<file path="config.mk">
export PLATFORM = sky130hd
export DESIGN_NAME = lane_rx_fifo
export DESIGN_NICKNAME = d
export VERILOG_FILES = /design/src/rtl/lrf_pkg.sv /design/src/rtl/lrf_clr_filter.sv /design/src/rtl/lrf_store.sv /design/src/rtl/lrf_status.sv /design/src/rtl/lane_rx_fifo.sv
export SDC_FILE = /design/constraint.sdc
export NUM_CORES = 1
export LEC_CHECK = 0
export ABC_AREA = 1
export ABC_CLOCK_PERIOD_IN_PS = 5600
export BUFFER_PORTS_ARGS = -buffer_cell sky130_fd_sc_hd__buf_2
export CAP_MARGIN = 20
export CORE_MARGIN = 2
export CORE_UTILIZATION = 40
export CTS_CLUSTER_DIAMETER = 60
export DETAILED_ROUTE_END_ITERATION = 6
export PLACE_DENSITY = 0.66
export RECOVER_POWER = 25
export SYNTH_ARGS = -nofsm -noshare
export SYNTH_HDL_FRONTEND = slang
export SYNTH_HIERARCHICAL = 1
export SYNTH_SLANG_ARGS = --single-unit
</file>
<file path="constraint.sdc">
create_clock -name clk -period 5.6 [get_ports clk]
set_clock_uncertainty 0.2 [all_clocks]
set_input_delay 0.28 -clock clk [delete_from_list [all_inputs] [get_ports clk]]
set_output_delay 0.28 -clock clk [all_outputs]
set_load 0.02 [all_outputs]
</file>
<file path="src/rtl/lrf_pkg.sv">
package lrf_pkg;
  localparam int PAYLOAD_W = 64;
  localparam logic [5:0] SYNC_TAG = 6'b011110;

  typedef struct packed {
    logic                 ctl;
    logic [PAYLOAD_W-1:0] payload;
  } lane_word_t;

  function automatic logic is_sync(input lane_word_t w);
    return w.ctl && (w.payload[PAYLOAD_W-1 -: 6] == SYNC_TAG);
  endfunction
endpackage

</file>
<file path="src/rtl/lrf_clr_filter.sv">
module lrf_clr_filter #(
  parameter int HOLD = 4,
  localparam int CW = $clog2(HOLD) + 1
) (
  input  logic clk,
  input  logic rst_n,
  input  logic clr,
  output logic flush
);
  logic [CW-1:0] run_q;

  always_ff @(posedge clk) begin
    if (!rst_n)                      run_q <= '0;
    else if (!clr)                   run_q <= '0;
    else if (run_q != CW'(HOLD - 1)) run_q <= run_q + 1'b1;
  end

  assign flush = clr && (run_q == CW'(HOLD - 1));
endmodule

</file>
<file path="src/rtl/lrf_store.sv">
module lrf_store
  import lrf_pkg::*;
#(
  parameter int DEPTH = 16,
  localparam int AW = $clog2(DEPTH),
  localparam int CW = AW + 1
) (
  input  logic       clk,
  input  logic       rst_n,
  input  logic       flush,
  input  logic       wr_en,
  input  lane_word_t wr_word,
  input  logic       rd_en,
  output logic       rd_fire,
  output logic       wr_drop,
  output lane_word_t head_word,
  output lane_word_t rd_word,
  output logic       rd_valid,
  output logic [CW-1:0] fill
);
  lane_word_t    mem [DEPTH];
  logic [AW-1:0] wptr, rptr;
  logic          full, empty, wr_fire;

  assign full    = (fill == CW'(DEPTH));
  assign empty   = (fill == '0);
  assign wr_fire = wr_en && !full && !flush;
  assign wr_drop = wr_en && full && !flush;
  assign rd_fire = rd_en && !empty && !flush;
  assign head_word = mem[rptr];

  always_ff @(posedge clk) begin
    if (wr_fire) mem[wptr] <= wr_word;
  end

  always_ff @(posedge clk) begin
    if (!rst_n || flush) begin
      wptr <= '0;
      rptr <= '0;
      fill <= '0;
    end else begin
      if (wr_fire) wptr <= wptr + 1'b1;
      if (rd_fire) rptr <= rptr + 1'b1;
      case ({wr_fire, rd_fire})
        2'b10:   fill <= fill + 1'b1;
        2'b01:   fill <= fill - 1'b1;
        default: fill <= fill;
      endcase
    end
  end

  always_ff @(posedge clk) begin
    if (!rst_n) begin
      rd_valid <= 1'b0;
      rd_word  <= '0;
    end else begin
      rd_valid <= rd_fire;
      if (rd_fire) rd_word <= head_word;
    end
  end
endmodule

</file>
<file path="src/rtl/lrf_status.sv">
module lrf_status
  import lrf_pkg::*;
(
  input  logic       clk,
  input  logic       rst_n,
  input  logic       flush,
  input  logic       wr_drop,
  input  logic       rd_fire,
  input  lane_word_t head_word,
  input  logic       buf_empty,
  input  logic       meta_lock_in,
  output logic       overflow,
  output logic       align_seen,
  output logic       meta_lock_out,
  output logic       lock_ok
);
  always_ff @(posedge clk) begin
    if (!rst_n) begin
      overflow      <= 1'b0;
      align_seen    <= 1'b0;
      meta_lock_out <= 1'b0;
      lock_ok       <= 1'b0;
    end else begin
      meta_lock_out <= meta_lock_in;
      lock_ok       <= meta_lock_in && !buf_empty;
      if (flush) begin
        overflow   <= 1'b0;
        align_seen <= 1'b0;
      end else begin
        if (wr_drop) overflow <= 1'b1;
        if (rd_fire && is_sync(head_word)) align_seen <= 1'b1;
      end
    end
  end
endmodule

</file>
<file path="src/rtl/lane_rx_fifo.sv">
module lane_rx_fifo
  import lrf_pkg::*;
#(
  parameter int DEPTH    = 16,
  parameter int CLR_HOLD = 4,
  localparam int CNT_W = $clog2(DEPTH) + 1
) (
  input  logic                 clk,
  input  logic                 rst_n,
  input  logic                 wr_valid,
  input  logic [PAYLOAD_W-1:0] wr_data,
  input  logic                 wr_ctl,
  input  logic                 rd_en,
  output logic                 rd_valid,
  output logic [PAYLOAD_W-1:0] rd_data,
  output logic                 rd_ctl,
  input  logic [CNT_W-1:0]     thresh,
  output logic                 pempty,
  input  logic                 clr,
  output logic                 overflow,
  input  logic                 meta_lock_in,
  output logic                 meta_lock_out,
  output logic                 align_seen,
  output logic                 lock_ok
);
  logic             flush, rd_fire, wr_drop;
  lane_word_t       wr_word, head_word, rd_word;
  logic [CNT_W-1:0] fill;

  assign wr_word = '{ctl: wr_ctl, payload: wr_data};

  lrf_clr_filter #(.HOLD(CLR_HOLD)) u_clr (
    .clk(clk), .rst_n(rst_n), .clr(clr), .flush(flush)
  );

  lrf_store #(.DEPTH(DEPTH)) u_store (
    .clk(clk), .rst_n(rst_n), .flush(flush),
    .wr_en(wr_valid), .wr_word(wr_word), .rd_en(rd_en),
    .rd_fire(rd_fire), .wr_drop(wr_drop), .head_word(head_word),
    .rd_word(rd_word), .rd_valid(rd_valid), .fill(fill)
  );

  lrf_status u_status (
    .clk(clk), .rst_n(rst_n), .flush(flush),
    .wr_drop(wr_drop), .rd_fire(rd_fire), .head_word(head_word),
    .buf_empty(fill == '0), .meta_lock_in(meta_lock_in),
    .overflow(overflow), .align_seen(align_seen),
    .meta_lock_out(meta_lock_out), .lock_ok(lock_ok)
  );

  assign rd_data = rd_word.payload;
  assign rd_ctl  = rd_word.ctl;
  assign pempty  = (fill < thresh);
endmodule

</file>
==> results of run 1 <==
[placed cells by master, fill, tap and decap left out, types with 3 or more instances in the layout]
master	Yosys	layout
xor2_1	4	4
o21ai_0	508	508
clkbuf_1	133	72
clkinv_2	0	15
inv_1	123	122
nor3b_1	3	3
nor2_1	924	908
clkbuf_8	0	5
o211ai_1	260	260
buf_12	0	14
dfxtp_4	0	4
nand2_1	116	115
buf_2	51	106
clkinvlp_4	0	8
dfxtp_1	90	86
nand3_1	72	72
nor2_4	0	16
clkbuf_16	0	111
o21ai_1	149	149
clkinv_1	0	21
edfxtp_1	1040	1040
buf_4	21	35
dlygate4sd3_1	0	70
inv_4	1	3
inv_6	0	4
a21oi_1	23	23
nor3_1	6	6
bufinv_16	0	7
ha_1	14	14
[flip-flops by register name (all words and copies together), names as in the netlist, named ones only]
name                    flops
u_store/rd_word            65
u_store/fill                5
u_clr/run_q                 3
u_status/align_seen         1
u_status/meta_lock_out      1
u_status/overflow           1
u_status/lock_ok            1
u_store/rptr                4
u_store/wptr                4
u_store/mem              1040
u_store/rd_valid            1
[layer usage]
layer | vias up | routed length, um | share of wire (%)
li1 | 13195 | - | -
met1 | 13951 | 46800 | 43
met2 | 972 | 51600 | 47
met3 | 174 | 7640 | 7.0
met4 | 4 | 2830 | 2.6
met5 | - | 30 | 0.028
[cells in the mapped netlist, types with 23 or more instances]
cell	number	share of area, %
clkbuf_1	133	1.1
inv_1	123	1.0
nor2_1	924	7.8
o21ai_0	508	5.7
nand3_1	72	0.81
edfxtp_1	1040	70
a21oi_1	23	0.26
nand2_1	116	0.98
o21ai_1	149	1.7
buf_1	28	0.24
buf_2	51	0.57
dfxtp_1	90	4.0
o211ai_1	260	4.4
[area by class of cell]
cell class	count	area share (%)
Inverter	129	1.01
Sequential cell	1130	64.8
Antenna cell	2	0.00982
Multi-Input combinational cell	2088	19.8
Clock inverter	59	1.07
Clock buffer	148	5.82
Tap cell	1488	3.65
Timing Repair Buffer	266	3.83
[worst min-delay path: cells and delay by family]
family          cells  cell delay (ns)
buf+inv             3             0.19
compound gates      1             0.13
simple gates        2             0.38
[worst max path at each step]
stage	startpoint	end	slack [ns]	depth (start not counted)
4_1_cts	u_clr/run_q[0]	u_store/mem[0][58]	1.94	10
3_5_place_dp	u_clr/run_q[0]	u_store/mem[0][8]	1.98	10
5_1_grt	u_clr/run_q[0]	u_store/mem[0][58]	1.74	10
2_1_floorplan	u_clr/run_q[0]	u_store/mem[11][0]	0.82	9
3_3_place_gp	u_clr/run_q[0]	u_store/mem[0][8]	2.01	10
6_report	u_clr/run_q[0]	u_store/mem[0][0]	1.92	10
[power by group through the flow]
stage,sequential [mW],combinational [mW],clock [mW]
3_5_place_dp,10.1,4.24,0
3_3_place_gp,10.1,4.18,0
6_report,9.93,4.27,7.16
5_1_grt,9.98,4.83,7.60
2_1_floorplan,10.2,2.87,0
4_1_cts,9.94,4.30,7.29
[cell families (layout without fill, tap and decap cells)]
family / count (synthesis) / after routing
DFF: 1130 / 1130
and+or+nand+nor: 1125 / 1125
AOI/OAI and AO/OA: 945 / 945
buffers and inverters: 367 / 602
adders and majority gates: 14 / 14
xor gates and xnor gates: 4 / 4
other: 0 / 2
[per-stage QoR]
stage / hold WS [ns] / area (um^2)
2_1_floorplan: 0.179 / 44500
3_3_place_gp: 0.253 / 46800
3_5_place_dp: 0.260 / 46800
4_1_cts: 0.115 / 51000
5_1_grt: 0.183 / 51000
6_report: 0.130 / 51000
[what timing repair did]
item,in CTS,in global routing
endpoints found under the setup margin,0,0
hold buffers,70,0
resized for setup,0,0
endpoints found under the hold margin,1047,0
==> qor.yml, run 1 <==
outcome:
  status: "complete, no violations"
setup_path:
  cp_num_buf_inv: 3
  crit_type: "reg -> reg"
  reg2reg_depth: 10
  worstSetupEndpointType: "flip-flop"
  crit_family: "simple AND/OR/NAND/NOR gates"
  r2r_setup_slack_ns: 1.92
  start_kind: "flip-flop"
  cp.required_ns: 5.71
  timing.rr.start: "u_clr/run_q[0]"
  reg2reg_to: "u_store/mem[0][0]"
  slowest_delay_ns: 0.61
  path_cells: "ha_1 > ha_1 > nand2_1 > inv_1 > nor2_1 > nand2_1 > inv_1 > nand2_1 > nor2_4 > buf_4"
  crit_arrival_ns: 3.79
  cpMaxStageDelayCell: "nor2_4"
  crit_top_cell: "nand2_1"
  cp_max_fo: 30
clock_tree:
  cts.clk_slew.worst_paths_ns: 0.06
  cts-root-buf: "clkbuf_16"
  cts.sinks: 1130
  cts.htree.levels: 3
  cts_buffer_depth: 3
  cts_tree: "yes"
  cts_made_buffers: 110
  postCtsSetupBuffers: 0
  clock_latency_ns: 0.70
finish:
  nFillCells: 9693
  area_growth_pct: 14.4
  utilization_pct: 46.1
  multi_input_area_um2: 10100
  seqCellArea_um2: 33000
  stdcell_count: 5310
  final_nets: 3815
  drive_gt1_share_pct: 8.90
synthesis:
  synthFlopType: "edfxtp_1"
  async_flop_share_pct: 0
  synth_xor_area_share_pct: 0.0787
  synth.avg_cell_area_um2: 12.4
  synth-seq-cells: 1130
  synth_nets: 3675
  synth_adder_area_share_pct: 0.393
  yosys_warnings: 6
  synth.distinct_cells: 29
  synth_simple_gate_area_share_pct: 9.75
  synth_compound_area_share_pct: 12.1
  synth_mux_area_share_pct: 0
  yosysSeqAreaShare_pct: 74.2
  synth_area_um2: 44500
  synth_top_family_by_area: "compound AO/OA/AOI/OAI gates"
  syn_inst: 3585
  synth-edff-count: 1040
die:
  dieArea_um2: 114000
  coreArea_um2: 111000
  num_rows: 122
  io_pins: 147
  dieHeight_um: 338
  start_util_pct: 40.3
  die_w_um: 338
hold_path:
  hold_path.startpoint: "rd_en"
  hold_end: "u_store/rd_word[49]"
  holdCritPathClass: "in -> reg"
  hold_depth: 6
route:
  dr.first_iter.drc_count: 2944
  final_antenna_net_count: 0
  wirelength_mm: 109
  vias: 28296
  wl_per_cell_um: 20.5
  viasPerCell: 5.33
  route.detailed.drc: 0
  dr.pass1.iters: 5
global_routing:
  grt_overflow: 0
  grt_max_degree: 236
  grt_use_met2_pct: 30.3
  antenna_found_initial: 4
  grt_pass1_wl_mm: 165
  grt_pass1_vias: 26836
  met3_usage_pct: 3.33
  grt.busiest_layer: "met2"
  track_usage_pct: 18.9
  grtUsageMet1_pct: 26.0
placement:
  dpl.hpwl_mm: 56.9
  dp_slack_ns: 1.98
  dp.cells: 5031
  place.gp.congestion: 0.757
  io_buffer_count: 146
timing:
  finalSetupViolations: 0
  hold_viol: 0
  max_freq_ghz: 0.272
  post-route-period-util_pct: 65.7
  setup-tns-final_ns: 0
  rsz0062_at_grt: "false"
  min_period_ns: 3.68
  tightestPinTransition_ns: 1.13
  drv_slew: 0
  slew_headroom_pct: 24.6
  fin_ws_ns: 1.92
job:
  maxCapViolCount: 0
power:
  pwr-share-comb_pct: 20.0
  power.density_nw_per_um2: 419
  power_frac_seq_pct: 46.5
  ir_drop_uv: 306
  p_sw_share_pct: 30.0
  power.switching_mw: 6.42
  p_clk_share_pct: 33.5
  p_leak_nw: 17.0
  power.total_mw: 21.4
  intPower_mw: 15.0
No activity file was read; power rests on OpenSTA's default activity.
==> run 2: changes to the inputs <==
Settings changed: ABC_CLOCK_PERIOD_IN_PS 5600 to 3300, PLACE_DENSITY 0.66 to 0.68.
Clock period 5.6 ns to 3.3 ns, I/O delays scaled along.
==> run 2 against run 1 <==
Design area grew 1.4%. Die area unchanged. Via count rose by 0.87%. Critical path depth unchanged. Clock power rose by 72%. Setup slack lost 1.6 ns. Sequential share of layout area fell by 0.87 points. Fmax grew 25%. Critical path type unchanged.
==> qor.yml, run 2 (synthesis results as in run 1) <==
outcome:
  status: "complete, no violations"
power:
  intPower_mw: 25.7
  pwr-share-comb_pct: 20.9
  power.switching_mw: 11.0
  power_frac_seq_pct: 45.5
  ir_drop_uv: 474
  power.density_nw_per_um2: 711
  p_leak_nw: 17.3
  p_sw_share_pct: 29.9
  p_clk_share_pct: 33.5
clock_tree:
  cts-root-buf: "clkbuf_16"
  cts_buffer_depth: 3
  postCtsSetupBuffers: 0
  cts.htree.levels: 3
  clock_latency_ns: 0.70
  cts_made_buffers: 109
  cts-resized-gates: 0
  cts.clk_slew.worst_paths_ns: 0.06
  cts.sinks: 1130
  cts_tree: "yes"
timing:
  holdWs_ns: 0.162
  fin_ws_ns: 0.349
  rsz0062_at_grt: "false"
  drv_slew: 0
  setup-tns-final_ns: 0
  finalSetupViolations: 0
  post-route-period-util_pct: 89.4
  slew_headroom_pct: 40.8
  max_freq_ghz: 0.339
  min_period_ns: 2.95
  hold_viol: 0
  tightestPinTransition_ns: 0.888
finish:
  utilization_pct: 46.7
  seqCellArea_um2: 33000
  regMostFlops: "u_store/mem"
  area_growth_pct: 16.0
  layout_commonest_cell: "edfxtp_1"
  drive_gt1_share_pct: 10.0
  biggestRegsByFlops: "u_store/mem x1040, u_store/rd_word x65, u_store/fill x5"
  multi_input_area_um2: 10100
  largest_register_ffs: 1040
  final_nets: 3859
  final_cell_mix: "edfxtp_1, nor2_1, o21ai_0"
  nFillCells: 9629
die:
  dieHeight_um: 338
  start_util_pct: 40.3
  coreArea_um2: 111000
  die_w_um: 338
  num_rows: 122
  io_pins: 147
  dieArea_um2: 114000
global_routing:
  grt_overflow: 0
  grt_pass1_vias: 27136
  track_usage_pct: 18.8
  antenna_found_initial: 9
  grt_pass1_wl_mm: 164
  grt_max_degree: 183
setup_path:
  worstSetupEndpointType: "flip-flop"
  r2r_setup_slack_ns: 0.35
  reg2reg_depth: 10
  cp.required_ns: 3.48
  critPathCapture: "u_store/mem[3][5]"
  crit_family: "simple AND/OR/NAND/NOR gates"
  reg2reg_to: "u_store/mem[3][5]"
  crit_start: "u_clr/run_q[0]"
  crit_type: "reg -> reg"
  crit_top_cell: "nand2_1"
  path_cells: "ha_1 > ha_1 > nand2_1 > inv_1 > nor2_1 > nand2_1 > inv_1 > nand2_1 > nor2_4 > buf_12"
  slowest_delay_ns: 0.50
  crit_arrival_ns: 3.13
  cpMaxStageDelayCell: "nor2_4"
  cp_num_buf_inv: 3
  cp_max_fo: 21
  timing.rr.start: "u_clr/run_q[0]"
  start_kind: "flip-flop"
  crit_cells: 10
route:
  wl_per_cell_um: 20.4
  dr.pass1.iters: 5
  final_antenna_net_count: 0
  route.detailed.drc: 0
  wirelength_mm: 109
  vias: 28541
  viasPerCell: 5.33
  dr.first_iter.drc_count: 3181
placement:
  dp_slack_ns: 0.360
  place.gp.congestion: 0.757
  io_buffer_count: 146
  dpl.hpwl_mm: 58.6
job:
  maxCapViolCount: 0
hold_path:
  holdCritPathClass: "in -> reg"
==> run 2: layout make-up <==
type / instances / area share [%]
repair buffers: 311 / 5.03
well taps: 1488 / 3.60
diodes: 3 / 0.0145
clock inverters: 64 / 1.19
inverters: 129 / 0.995
clock buffers: 140 / 5.70
flip-flops and latches: 1130 / 64.0
multi-input cells: 2088 / 19.5
==> run 2: power groups by stage <==
| stage | logic, mW | registers, mW | clock network [mW] |
|---|---|---|---|
| after floorplan | 4.87 | 17.2 | 0 |
| after CTS | 7.74 | 16.7 | 12.5 |
| after global routing | 8.61 | 16.8 | 13.1 |
| after detailed placement | 7.61 | 17.0 | 0 |
| after global placement | 7.51 | 17.0 | 0 |
| final | 7.69 | 16.7 | 12.3 |
==> run 2: per-layer routing <==
layer  vias up  wire length (um)  GRT usage (%)
met4         8              2350           5.79
met3       178              7810           3.11
li1      13289                 -              -
met2      1012             52200           30.7
met1     14054             46600           25.7
met5         -                47              0
==> run 2: worst reg2reg max path, cell delays in order, from the launching register on <==
cell and delay [ns]:
dfxtp_1 0.32, ha_1 0.20, ha_1 0.25, nand2_1 0.09, inv_1 0.08, nor2_1 0.11
nand2_1 0.11, inv_1 0.21, nand2_1 0.29, nor2_4 0.50, buf_12 0.26
==> run 2: stage by stage <==
stage	power (mW)	cell area [um^2]	std cells
final	36.7	51700	5353
after CTS	36.9	51700	5350
after detailed placement	24.6	47400	5074
after global placement	24.5	47400	5074
after floorplan	22.1	44600	3585
after global routing	38.4	51700	5352
==> run 2: worst min-delay path by stage <==
stage | startpoint | cells after the start | end | slack (ns)
2_1_floorplan | wr_data[0] | 0 | u_store/mem[0][0] | 0.06
3_3_place_gp | meta_lock_in | 3 | u_status/meta_lock_out | 0.17
3_5_place_dp | meta_lock_in | 3 | u_status/meta_lock_out | 0.17
4_1_cts | rst_n | 4 | u_status/align_seen | 0.13
5_1_grt | rst_n | 4 | u_status/align_seen | 0.17
6_report | rst_n | 4 | u_status/align_seen | 0.16
==> run 2: timing repair <==
| action | 4_1_cts | 5_1_grt |
|---|---|---|
| endpoints found under the hold margin | 1073 | 0 |
| setup endpoints to repair | 0 | 0 |
| hold buffers | 72 | 0 |
